**config.mk**
```make
export PLATFORM = sky130hd
export DESIGN_NAME = insn_len_decoder
export DESIGN_NICKNAME = d
export VERILOG_FILES = /design/src/rtl/ild_pkg.sv /design/src/rtl/ild_prefix_scan.sv /design/src/rtl/ild_body_size.sv /design/src/rtl/insn_len_decoder.sv
export SDC_FILE = /design/constraint.sdc
export NUM_CORES = 1
export LEC_CHECK = 0
export BUFFER_PORTS_ARGS = -buffer_cell sky130_fd_sc_hd__buf_2
export CORE_ASPECT_RATIO = 0.9
export CORE_MARGIN = 2
export CORE_UTILIZATION = 35
export CTS_CLUSTER_DIAMETER = 60
export DETAILED_ROUTE_END_ITERATION = 7
export MAX_ROUTING_LAYER = met4
export PLACE_DENSITY_LB_ADDON = 0.12
export SETUP_SLACK_MARGIN = 0.1
export SYNTH_ARGS = -nofsm -noshare
export SYNTH_HDL_FRONTEND = slang
export SYNTH_SLANG_ARGS = --single-unit
```
**constraint.sdc**
```tcl
create_clock -name clk -period 26.9 [get_ports clk]
set_input_delay 5.38 -clock clk [delete_from_list [all_inputs] [get_ports clk]]
set_output_delay 5.38 -clock clk [all_outputs]
set_load 0.01 [all_outputs]
```
**src/rtl/ild_pkg.sv**
```systemverilog
package ild_pkg;
  typedef logic [7:0] byte_t;

  typedef enum logic [1:0] {MAP_ONE, MAP_0F, MAP_0F38, MAP_0F3A} op_map_t;

  function automatic logic is_legacy_pfx(input byte_t b);
    case (b)
      8'h26, 8'h2E, 8'h36, 8'h3E, 8'h64, 8'h65,
      8'h66, 8'h67, 8'hF0, 8'hF2, 8'hF3: return 1'b1;
      default:                           return 1'b0;
    endcase
  endfunction

  function automatic logic is_rex(input byte_t b);
    return b[7:4] == 4'h4;
  endfunction
endpackage

```
**src/rtl/ild_prefix_scan.sv**
```systemverilog
module ild_prefix_scan
  import ild_pkg::*;
#(
  parameter int WIN_BYTES  = 16,
  parameter int MAX_LEGACY = 4,
  localparam int IDX_W     = $clog2(WIN_BYTES)
) (
  input  logic [WIN_BYTES*8-1:0] win_i,
  output logic [IDX_W-1:0]       npfx_o,
  output logic                   too_many_o,
  output logic                   opsz_o,
  output logic                   rex_o,
  output logic                   rex_w_o,
  output logic [IDX_W-1:0]       op_pos_o
);
  logic [MAX_LEGACY:0]   leg;
  logic [MAX_LEGACY-1:0] run;
  logic [MAX_LEGACY-1:0] saw66;
  byte_t                 rex_b;

  genvar i;
  generate
    for (i = 0; i <= MAX_LEGACY; i++) begin : g_leg
      assign leg[i] = is_legacy_pfx(win_i[i*8 +: 8]);
    end
    for (i = 0; i < MAX_LEGACY; i++) begin : g_run
      if (i == 0) begin : g_first
        assign run[i] = leg[i];
      end else begin : g_next
        assign run[i] = run[i-1] & leg[i];
      end
      assign saw66[i] = run[i] & (win_i[i*8 +: 8] == 8'h66);
    end
  endgenerate

  always_comb begin
    npfx_o     = IDX_W'($countones(run));
    too_many_o = run[MAX_LEGACY-1] & leg[MAX_LEGACY];
    opsz_o     = |saw66;
    rex_b      = win_i[npfx_o*8 +: 8];
    rex_o      = is_rex(rex_b);
    rex_w_o    = rex_o & rex_b[3];
    op_pos_o   = npfx_o + IDX_W'(rex_o);
  end
endmodule

```
**src/rtl/ild_body_size.sv**
```systemverilog
module ild_body_size
  import ild_pkg::*;
#(
  parameter int WIN_BYTES = 16,
  parameter int LEN_W     = 5,
  localparam int IDX_W    = $clog2(WIN_BYTES)
) (
  input  logic [WIN_BYTES*8-1:0] win_i,
  input  logic [IDX_W-1:0]       op_pos_i,
  input  logic                   opsz_i,
  input  logic                   rex_w_i,
  output logic [LEN_W-1:0]       body_len_o
);
  op_map_t          map;
  byte_t            b0, b1, modrm, sib_b;
  logic [IDX_W-1:0] mrm_pos;
  logic [1:0]       op_len;
  logic             has_modrm, has_sib;
  logic [3:0]       imm_len;
  logic [2:0]       disp_len;
  logic [1:0]       md;
  logic [2:0]       rm;
  logic             unused_bits;

  function automatic byte_t pick(input logic [IDX_W-1:0] idx);
    return win_i[idx*8 +: 8];
  endfunction

  always_comb begin
    b0 = pick(op_pos_i);
    b1 = pick(op_pos_i + IDX_W'(1));
    if (b0 != 8'h0F) begin
      map = MAP_ONE;  op_len = 2'd1;
    end else if (b1 == 8'h38) begin
      map = MAP_0F38; op_len = 2'd3;
    end else if (b1 == 8'h3A) begin
      map = MAP_0F3A; op_len = 2'd3;
    end else begin
      map = MAP_0F;   op_len = 2'd2;
    end

    has_modrm = 1'b1;
    imm_len   = 4'd0;
    case (map)
      MAP_ONE: begin
        if (b0 == 8'hC7) begin
          imm_len = (opsz_i && !rex_w_i) ? 4'd2 : 4'd4;
        end else if (b0[7:3] == 5'b10111) begin
          has_modrm = 1'b0;
          imm_len   = rex_w_i ? 4'd8 : (opsz_i ? 4'd2 : 4'd4);
        end
      end
      MAP_0F3A: imm_len = 4'd1;
      default:  imm_len = 4'd0;
    endcase

    mrm_pos  = op_pos_i + IDX_W'(op_len);
    modrm    = pick(mrm_pos);
    sib_b    = pick(mrm_pos + IDX_W'(1));
    md       = modrm[7:6];
    rm       = modrm[2:0];
    has_sib  = has_modrm && (md != 2'd3) && (rm == 3'd4);
    disp_len = 3'd0;
    if (has_modrm) begin
      case (md)
        2'd1:    disp_len = 3'd1;
        2'd2:    disp_len = 3'd4;
        2'd0:    if (rm == 3'd5 || (has_sib && sib_b[2:0] == 3'd5)) disp_len = 3'd4;
        default: disp_len = 3'd0;
      endcase
    end

    body_len_o = LEN_W'(op_len) + LEN_W'(has_modrm) + LEN_W'(has_sib)
               + LEN_W'(disp_len) + LEN_W'(imm_len);
    unused_bits = ^{modrm[5:3], sib_b[7:3]};
  end
endmodule

```
**src/rtl/insn_len_decoder.sv**
```systemverilog
module insn_len_decoder
  import ild_pkg::*;
#(
  parameter int WIN_BYTES  = 16,
  parameter int MAX_LEGACY = 4,
  parameter int MAX_LEN    = 15,
  localparam int IDX_W     = $clog2(WIN_BYTES),
  localparam int LEN_W     = $clog2(2*WIN_BYTES)
) (
  input  logic                   clk,
  input  logic                   rst,
  input  logic                   in_valid,
  input  logic [WIN_BYTES*8-1:0] win_i,
  output logic                   out_valid,
  output logic [LEN_W-1:0]       len_o,
  output logic                   fault_o
);
  logic [IDX_W-1:0] npfx, op_pos;
  logic             too_many, opsz, rex, rex_w;
  logic [LEN_W-1:0] body_len, total;
  logic             bad;

  ild_prefix_scan #(.WIN_BYTES(WIN_BYTES), .MAX_LEGACY(MAX_LEGACY)) u_pfx (
    .win_i      (win_i),
    .npfx_o     (npfx),
    .too_many_o (too_many),
    .opsz_o     (opsz),
    .rex_o      (rex),
    .rex_w_o    (rex_w),
    .op_pos_o   (op_pos)
  );

  ild_body_size #(.WIN_BYTES(WIN_BYTES), .LEN_W(LEN_W)) u_body (
    .win_i      (win_i),
    .op_pos_i   (op_pos),
    .opsz_i     (opsz),
    .rex_w_i    (rex_w),
    .body_len_o (body_len)
  );

  always_comb begin
    total = LEN_W'(npfx) + LEN_W'(rex) + body_len;
    bad   = too_many || (total > LEN_W'(MAX_LEN));
  end

  always_ff @(posedge clk) begin
    if (rst) begin
      out_valid <= 1'b0;
      len_o     <= '0;
      fault_o   <= 1'b0;
    end else begin
      out_valid <= in_valid;
      if (in_valid) begin
        fault_o <= bad;
        len_o   <= bad ? '0 : total;
      end
    end
  end

  AST_VALID_FOLLOWS: assert property (@(posedge clk) disable iff (rst)
    in_valid |=> out_valid);
  AST_NO_SPURIOUS_VALID: assert property (@(posedge clk) disable iff (rst)
    !in_valid |=> !out_valid);
  AST_IDLE_HOLD: assert property (@(posedge clk) disable iff (rst)
    !in_valid |=> ($stable(len_o) && $stable(fault_o)));
  AST_FAULT_ZERO_LEN: assert property (@(posedge clk) disable iff (rst)
    (out_valid && fault_o) |-> (len_o == '0));
  AST_LEN_RANGE: assert property (@(posedge clk) disable iff (rst)
    (out_valid && !fault_o) |-> (len_o >= LEN_W'(1) && len_o <= LEN_W'(MAX_LEN)));
endmodule

```
==> metrics.md <==
| Metric | Value |
|---|---|
| Final count of hold timing violations | `0` |
| Worst-margin pin slew | `about 1.1 ns` |
| Largest net degree at the start of global routing | `61` |
| Synth unique cells | `63` |
| Setup crit end kind | `flip-flop` |
| Bufs and invs on worst path | `6` |
| DPL Wire Length | `roughly 12000 um` |
| Worst endpoint required time | `27.08 ns` |
| FMAX | `a little under 60 MHz` |
| Placer congestion estimate | `approximately 0.9` |
| Min cycle time layout | `roughly 17 ns` |
| Post-Syn Area | `roughly 4000 um2` |
| CTS tree | `yes` |
| Clock Pin Slew Worst Setup and Hold Paths | `0.04 ns` |
| Cts repair resizes | `0` |
| Dpl cell area | `about 4700 um2` |
| Initial Utilization | `0.363` |
| Most used cell, CP | `ha_1` |
| Share of layout cells above drive strength 1 | `0.381` |
| Hold_buf cts | `0` |
| Period utilization | `0.623` |
| Worst slack at placement | `approximately 9.9 ns` |
| Antenna viol nets, final | `0` |
| GRT Overall Usage | `0.256` |
| CP Launch Type | `input pin` |
| I/O Buffers | `between 100 and 150` |
| # diodes | `0` |
| Total number of yosys warnings | `0` |
| Die height | `around 100 um` |
| Yosys reg bits | `7` |
| CP max-delay cell | `ha_1` |
| Die area | `approximately 12000 um2` |
| Count of final max-slew check failures | `0` |
| CP peak stage delay | `approximately 0.67 ns` |
| First-pass GRT wire length | `between 20000 and 25000 um` |
| Post-synth top flop | `dfxtp_1` |
| Initial antenna violation count | `0` |
| CTS Buf Count | `3` |
| Yosys top cell area share | `0.251` |
| RSZ-0062 raised after global routing | `no` |
| Final WL | `approximately 15000 um` |
| Post-Syn Area per Cell | `just under 9 um2` |
| Total clock sinks | `7` |
| Relative slew slack | `0.248` |
| Most common cell after layout, fill and taps aside | `buf_2` |
| Synth area leader | `mux4_2` |
| Via count | `4429` |
| Vias in the first global route | `roughly 4200` |
| Max clock buf depth | `2` |
| Postcts setup bufs | `0` |
| Routed vias/inst | `just over 6` |
| Maximum VDD drop | `between 0.015 and 0.02 mV` |
| Setup TNS | `0 ns` |
| Gr ovfl total | `0` |
| Syn Nets | `between 600 and 700` |
| Area contributors post-synth | `mux4_2, ha_1, mux2i_1` |
| Core area | `about 11000 um2` |
| Max_cap viols | `0` |
| Initial DRC count | `~470` |
| Row cnt | `36` |
| Reg area | `140 um2` |
| Die Width | `~120 um` |
| Final worst slack | `between 10 and 15 ns` |
| Most frequent cells in the layout | `buf_2, mux4_2, nand2_1` |
| Clock root cell | `clkbuf_16` |
| I/O pin total | `between 100 and 150` |
| Status | `complete, no violations` |
| Worst min path class | `flip-flop to flip-flop` |
| Gate count of the mapped netlist | `446` |
| H-tree Lvls | `1` |
| Proportion of synthesized chip area in sequential cells | `0.0354` |
| Internal reg-to-reg setup slack | `~26 ns` |
| Average wire per standard cell | `21.1 um` |
| Kind of critical path | `input pin to flip-flop` |
| Synth-to-layout area growth | `21.9%` |
| Fin area | `just under 5000 um2` |
| Clock Latency Late Sink | `0.23 ns` |
| Fill cells | `1124` |
| Nets | `about 720` |
| Worst EP arrival | `16.94 ns` |
| Area of the multi-input gates | `~3600 um2` |
| Setup Viol. Count Final | `0` |
| Leak | `2.02 nW` |
| PD cells | `between 20 and 25 nW/um2` |
| Initial DRT Pass Iterations | `5` |
| Clk_skew | `0 ns` |
| Top delay family on crit path | `adder cells` |
| Crit path max fanout | `60` |
| Post-synth EDFFs | `0` |
| Ys async rst share | `0` |
| Remaining DRCs | `0` |
[state kept, by name (all words and copies together), names as in the netlist]
name / flops
out_valid: 1
len_o: 5
fault_o: 1
[cells in the mapped netlist (2+ instances only)]
master    number
a311o_1        2
xnor3_1        2
xor2_1         4
nor3_1         8
nand4b_1       8
xnor2_1        3
ha_1          17
clkbuf_1      11
o21ai_0       26
a31o_2         6
nand3b_1      10
nor3b_1       12
a21o_1         5
and4b_1        6
buf_2          6
or3b_2         5
mux4_2        44
a211oi_1      10
or4bb_1        2
mux2i_1       18
and3_1         2
o22ai_1        2
buf_1          2
nor4b_1       14
nand3_1       11
nor2_1        20
a21oi_1       16
nor2b_1       15
mux2_2         8
o31ai_1        4
a211o_1        2
nor4_1        11
fa_1           8
a31oi_1        9
dfxtp_1        7
nand2b_1      15
inv_1         25
nor4bb_1       4
nand2_1       30
buf_4          6
nand4_1        7
o221ai_1       2
[report_power, final]
group,switching (W),internal (W)
Sequential,0.000000290,0.0000112
Clock,0.00000556,0.0000197
Combinational,0.0000323,0.0000282
[through the flow]
step,hold WS (ns),power (W),instances,utilization
global placement,0.461,0.0000711,715,0.435
floorplan,0.502,0.0000448,446,-
detailed placement,0.463,0.0000711,715,0.435
finish,0.465,0.0000973,719,0.442
CTS,0.468,0.0000972,719,0.442
global route,0.477,0.000104,719,0.442
[cell families (layout without fill, tap and decap cells)]
| group | Yosys count | after routing | share of synthesized area |
|---|---|---|---|
| mux | 70 | 70 | 0.319 |
| buf+inv | 51 | 172 | 0.0579 |
| simple gates | 189 | 189 | 0.304 |
| compound gates | 93 | 93 | 0.154 |
| fa+ha+maj | 25 | 25 | 0.0943 |
| flops | 7 | 7 | 0.0354 |
| xor+xnor | 11 | 11 | 0.0351 |
[area by class of cell]
class / count / share of cell area
Clock buffer: 4 / 0.0163
Inverter: 25 / 0.0195
Multi-Input combinational cell: 388 / 0.744
Sequential cell: 7 / 0.0291
Tap cell: 152 / 0.0394
Timing Repair Buffer: 143 / 0.152
[per-layer routing]
layer	wire length [um]	vias to the layer above	part of all wire	track usage
met5	0	-	0	-
met4	225	0	0.015	0.0434
met3	1430	17	0.094	0.0354
met2	6630	264	0.44	0.386
met1	6880	2125	0.45	0.373
li1	-	2023	-	-
[worst register-to-register path, delay by kind of cell (launching register included)]
| kind | cells | cell delay, ns |
|---|---|---|
| DFF | 1 | 0.30 |
| and+or+nand+nor | 1 | 0.13 |
| AOI/OAI and AO/OA | 1 | 0.21 |
[path summary, 6_finish.rpt]
path / startpoint / to / depth (start not counted)
hold reg to reg: len_o[4] / len_o[4] / 1
setup / recovery: win_i[1] / len_o[3] / 42
setup reg to reg: len_o[0] / len_o[0] / 2
hold / removal: len_o[4] / len_o[4] / 1
Note: power is estimated with default switching activity, not from simulation.
